**src/rtl/iack_pkg.sv**
```systemverilog
package iack_pkg;
  parameter int unsigned DATA_W = 32;
  parameter int unsigned ADDR_W = 32;
  parameter int unsigned VEC_W  = 8;
  parameter int unsigned LVL_W  = 3;
  localparam logic [3:0] FC_CPU   = 4'b0111;
  localparam logic [3:0] TYPE_ACK = 4'hF;

  typedef enum logic [1:0] {
    ST_IDLE = 2'd0,
    ST_WAIT = 2'd1,
    ST_TERM = 2'd2
  } seq_state_e;

  function automatic logic [1:0] size_ack(input logic [1:0] pw);
    case (pw)
      2'd0:    size_ack = 2'b01;
      2'd1:    size_ack = 2'b10;
      default: size_ack = 2'b11;
    endcase
  endfunction
endpackage

```
**src/rtl/iack_match.sv**
```systemverilog
module iack_match
  import iack_pkg::*;
(
  input  logic [3:0]        fc_i,
  input  logic [ADDR_W-1:0] addr_i,
  input  logic [LVL_W-1:0]  level_i,
  input  logic              iack_strobe_i,
  output logic              hit_o
);
  logic addr_hit;
  always_comb begin
    addr_hit = (fc_i == FC_CPU) &&
               (addr_i[19:16] == TYPE_ACK) &&
               (addr_i[3:1] == level_i) &&
               (&addr_i[ADDR_W-1:20]) &&
               (&addr_i[15:4]) &&
               addr_i[0];
    hit_o = addr_hit || iack_strobe_i;
  end
endmodule

```
**src/rtl/iack_seq.sv**
```systemverilog
module iack_seq
  import iack_pkg::*;
#(
  parameter int unsigned WAIT_W = 4
) (
  input  logic              clk_i,
  input  logic              rst_ni,
  input  logic              sel_i,
  input  logic              strobes_on_i,
  input  logic              strobes_off_i,
  input  logic [WAIT_W-1:0] wait_i,
  output logic              busy_o,
  output logic              term_o,
  output logic              done_o
);
  seq_state_e        state_q, state_d;
  logic [WAIT_W-1:0] cnt_q, cnt_d;

  always_comb begin
    state_d = state_q;
    cnt_d   = cnt_q;
    done_o  = 1'b0;
    case (state_q)
      ST_IDLE: if (sel_i) begin
        state_d = ST_WAIT;
        cnt_d   = wait_i;
      end
      ST_WAIT: begin
        if (!strobes_on_i)   state_d = ST_IDLE;   // host abandoned the cycle
        else if (cnt_q == '0) state_d = ST_TERM;
        else                  cnt_d   = cnt_q - 1'b1;
      end
      ST_TERM: if (strobes_off_i) begin
        state_d = ST_IDLE;
        done_o  = 1'b1;
      end
      default: state_d = ST_IDLE;
    endcase
  end

  always_ff @(posedge clk_i or negedge rst_ni) begin
    if (!rst_ni) begin
      state_q <= ST_IDLE;
      cnt_q   <= '0;
    end else begin
      state_q <= state_d;
      cnt_q   <= cnt_d;
    end
  end

  assign busy_o = (state_q != ST_IDLE);
  assign term_o = (state_q == ST_TERM);
endmodule

```
**src/rtl/iack_lane.sv**
```systemverilog
module iack_lane
  import iack_pkg::*;
(
  input  logic [1:0]        port_w_i,
  input  logic              has_vec_i,
  input  logic [VEC_W-1:0]  vector_i,
  input  logic              busy_i,
  input  logic              term_i,
  output logic [DATA_W-1:0] data_o,
  output logic              data_oe_o,
  output logic [1:0]        dsack_o,
  output logic              avec_o,
  output logic              term_oe_o
);
  logic [DATA_W-1:0] steered;
  always_comb begin
    steered = '0;
    case (port_w_i)
      2'd0:    steered[DATA_W-1 -: VEC_W]       = vector_i;
      2'd1:    steered[DATA_W-VEC_W-1 -: VEC_W] = vector_i;
      default: steered[VEC_W-1:0]               = vector_i;
    endcase
    data_oe_o = busy_i && has_vec_i;
    data_o    = data_oe_o ? steered : '0;
    term_oe_o = term_i;
    dsack_o   = (term_i && has_vec_i) ? size_ack(port_w_i) : 2'b00;
    avec_o    = term_i && !has_vec_i;
  end
endmodule

```
**src/rtl/iack_responder.sv**
```systemverilog
module iack_responder
  import iack_pkg::*;
#(
  parameter int unsigned WAIT_W = 4
) (
  input  logic              clk_i,
  input  logic              rst_ni,
  input  logic              raise_i,
  input  logic [2:0]        level_i,
  input  logic [1:0]        port_w_i,
  input  logic              has_vec_i,
  input  logic [7:0]        vector_i,
  input  logic [WAIT_W-1:0] wait_i,
  input  logic [3:0]        fc_i,
  input  logic [31:0]       addr_i,
  input  logic              as_i,
  input  logic              ds_i,
  input  logic              rw_i,
  input  logic              iack_strobe_i,
  output logic              irq_o,
  output logic [31:0]       data_o,
  output logic              data_oe_o,
  output logic [1:0]        dsack_o,
  output logic              avec_o,
  output logic              term_oe_o
);
  logic pend_q, hit, sel, busy, term, done;

  iack_match u_match (
    .fc_i(fc_i), .addr_i(addr_i), .level_i(level_i),
    .iack_strobe_i(iack_strobe_i), .hit_o(hit)
  );

  assign sel = pend_q && as_i && ds_i && rw_i && hit;

  iack_seq #(.WAIT_W(WAIT_W)) u_seq (
    .clk_i(clk_i), .rst_ni(rst_ni), .sel_i(sel),
    .strobes_on_i(as_i && ds_i), .strobes_off_i(!as_i && !ds_i),
    .wait_i(wait_i), .busy_o(busy), .term_o(term), .done_o(done)
  );

  iack_lane u_lane (
    .port_w_i(port_w_i), .has_vec_i(has_vec_i), .vector_i(vector_i),
    .busy_i(busy), .term_i(term), .data_o(data_o), .data_oe_o(data_oe_o),
    .dsack_o(dsack_o), .avec_o(avec_o), .term_oe_o(term_oe_o)
  );

  always_ff @(posedge clk_i or negedge rst_ni) begin
    if (!rst_ni) pend_q <= 1'b0;
    else         pend_q <= raise_i || (pend_q && !done);
  end

  assign irq_o = pend_q;
endmodule

```
**config.mk**
```make
export PLATFORM = sky130hd
export DESIGN_NAME = iack_responder
export DESIGN_NICKNAME = d
export VERILOG_FILES = /design/src/rtl/iack_pkg.sv /design/src/rtl/iack_match.sv /design/src/rtl/iack_seq.sv /design/src/rtl/iack_lane.sv /design/src/rtl/iack_responder.sv
export SDC_FILE = /design/constraint.sdc
export NUM_CORES = 1
export LEC_CHECK = 0
export BUFFER_PORTS_ARGS = -buffer_cell sky130_fd_sc_hd__clkbuf_2
export CORE_MARGIN = 3
export CORE_UTILIZATION = 32
export CTS_BUF_LIST = sky130_fd_sc_hd__clkbuf_4 sky130_fd_sc_hd__clkbuf_8 sky130_fd_sc_hd__clkbuf_16
export DETAILED_ROUTE_END_ITERATION = 6
export HOLD_SLACK_MARGIN = 0.15
export PLACE_DENSITY = 0.81
export SETUP_SLACK_MARGIN = 0.3
export SKIP_LAST_GASP = 1
export SYNTH_ARGS = -nofsm -noshare
export SYNTH_HDL_FRONTEND = slang
export SYNTH_SLANG_ARGS = --single-unit
```
**constraint.sdc**
```tcl
create_clock -name clk_i -period 2.15 [get_ports clk_i]
set_input_delay 0.1075 -clock clk_i [delete_from_list [all_inputs] [get_ports clk_i]]
set_output_delay 0.1075 -clock clk_i [all_outputs]
set_load 0.005 [all_outputs]
```
==> impl_metrics.toml <==
[run_status]
status = "complete, no violations"

[pwr]
ir_drop_v = 0.000284
leakagePower_nw = 0.787
total_power_mw = 0.521
power_density_nw_per_um2 = 401

[timing]
setup_ws_ns = 0.547
fin_crit_ns = 1.60
period_share = 0.746
setup_violations = 0
fmax_mhz = 624
timing.hold.ws_ns = 0.162
finalSetupTns_ns = 0
rsz0062_at_grt = "false"
hold_viol_final = 0
report.final.slew_viol_count = 0
fin_skew_ns = 0.00500

[setup_path]
cp_data_arrival_time_ns = 1.50
reg2reg_depth = 5
startpoint_type = "flip-flop"
cp_max_fo = 8
end_kind = "output pin"
path_class = "flip-flop to output pin"
required_ns = 2.04

[synth]
synth_cells = 101
synth-edff-count = 0
ys_warn_count = 0
ys_seq_area_frac = 0.217
syn-cell-area_sq_um = 806
syn_avg_cell_area_sq_um = 7.98
synth_ff_type = "dfrtp_1"
synth_seq_cells = 7
post_synth_num_cell_types = 32
synth-async-reset-ratio = 1.00

[cts]
cts_tree = "built"
clk_pin_slew_ns = 0.05
clkLatencyLatePin_ns = 0.25
cts_sinks = 7
cts-buffers-inserted = 3
cts_buffer_depth = 2
root_buffer = "clkbuf_4"
ctsHtreeMaxLevel = 1

[cells_and_area]
synthToLayoutAreaGrowth_pct = 61.5
n_antenna_cell = 0
fin_util = 0.566
fin_nets = 258
drive_above_1_share = 0.518
finalNonFillerCells = 223
fin_area_sq_um = 1300

[die]
die_y_um = 56.2
die_area_sq_um = 3160
initial_core_util = 0.351
io_pins = 99
placementRows = 17
die_w_um = 56.2
coreArea_sq_um = 2300

[detailed_routing]
detailedRoute.firstPassIterationCount = 4
routed_via_density = 4.63
wirelength_mm = 2.56
drc = 0
num_vias = 1033
wl_per_cell_um = 11.5
drtIter0Drc = 28
drtAntennaViolNets = 0

[placement]
dp_slack_ns = 0.546
dp_cells = 217
finalWeightedCongestion = 0.796
hpwl_mm = 2.33
io_buffers = 90
placed_area_sq_um = 1250

[grt]
grt_remaining_overflow = 0
grt_max_degree = 11
grt.total_usage = 0.155
grt_pass1_wl_mm = 3.89
grt_antenna_before_repair = 0
grt_pass1_vias = 934

[hold_path]
hp-class = "input port to flip-flop"
min_path_cells = 3

[run]
cap_violations = 0
cells by family (layout without fill, tap and decap cells):
kind of cell             Yosys count  count (layout)  share of synthesized area
multiplexers                       3               3                     0.0497
buffers and inverters             15             102                      0.116
adder cells (fa/ha/maj)            1               1                     0.0155
XOR/XNOR                           5               5                     0.0544
AND/OR/NAND/NOR                   58              58                      0.432
flip-flops                         7               7                      0.217
AO/OA/AOI/OAI                     11              11                      0.110
other                              1               8                    0.00465
cell usage after synthesis (2+ instances only):
| cell type | n | share of area |
|---|---|---|
| xor2_1 | 3 | 0.033 |
| dfrtp_1 | 7 | 0.22 |
| a21oi_1 | 2 | 0.012 |
| buf_4 | 8 | 0.075 |
| nand2_1 | 8 | 0.037 |
| xnor2_1 | 2 | 0.022 |
| mux2_4 | 2 | 0.037 |
| nor4_1 | 3 | 0.023 |
| and2_1 | 24 | 0.19 |
| nor3_1 | 2 | 0.012 |
| nand4_1 | 7 | 0.054 |
| nor2_1 | 6 | 0.028 |
| o21ai_0 | 3 | 0.019 |
| inv_1 | 6 | 0.028 |
layer usage:
metal,wire length (um),vias up,track usage,part of all wire
met1,832,430,0.150,0.32
met2,1290,82,0.285,0.50
met5,0,-,0,0
li1,-,519,-,-
met4,33,0,0.0814,0.013
met3,402,2,0.0510,0.16
registers in the layout (all words and copies together), names as in the netlist:
signal,flops
u_seq.cnt_q,4
u_seq.state_q,2
irq_o,1
what timing repair did:
action,in CTS,in global routing
setup endpoints to repair,2,16
hold buffers,2,0
endpoints found under the hold margin,8,0
setup buffers,0,0
resized for setup,1,1
placed cells by master (no fill, tap or decap), types with 2 or more instances in the layout:
| master | count |
|---|---|
| mux2_4 | 2 |
| xor2_1 | 3 |
| and2_1 | 24 |
| xnor2_1 | 2 |
| o21ai_0 | 2 |
| clkbuf_4 | 4 |
| dfrtp_1 | 7 |
| nor2_1 | 6 |
| a21oi_1 | 2 |
| nand2_1 | 8 |
| nor4_1 | 3 |
| clkbuf_2 | 90 |
| inv_1 | 6 |
| nand4_1 | 7 |
| dlygate4sd3_1 | 2 |
| conb_1 | 8 |
area by class of cell:
type                       instances  area, sq um
clock buffer                       4         30.0
fill                             218          996
inverter                           6         22.5
multi-input combinational         86          568
sequential                         7          175
tap                               28         35.0
timing repair buffer              92          470
power by group:
| part | switching [mW] | internal, mW | total (mW) |
|---|---|---|---|
| Sequential | 0.0264 | 0.161 | 0.187 |
| Combinational | 0.0874 | 0.110 | 0.197 |
| Clock | 0.0529 | 0.0837 | 0.137 |
worst max-delay path: stages (launching register included):
cell	delay [ns]
dfrtp_1	0.42
o21ai_1	0.16
nor2_1	0.37
and2_1	0.19
clkbuf_2	0.11
final timing paths:
path | from | slack (ns) | endpoint
worst max-delay path | u_seq.state_q[1] | 0.55 | data_o[20]
max in group asynchronous | rst_ni | 1.75 | irq_o
worst min register to register | irq_o | 0.51 | irq_o
worst max register to register | u_seq.state_q[1] | 0.55 | u_seq.cnt_q[3]
min in group asynchronous | rst_ni | 0.23 | u_seq.cnt_q[3]
worst min-delay path | as_i | 0.16 | u_seq.state_q[1]
No activity file was read; power rests on OpenSTA's default activity.
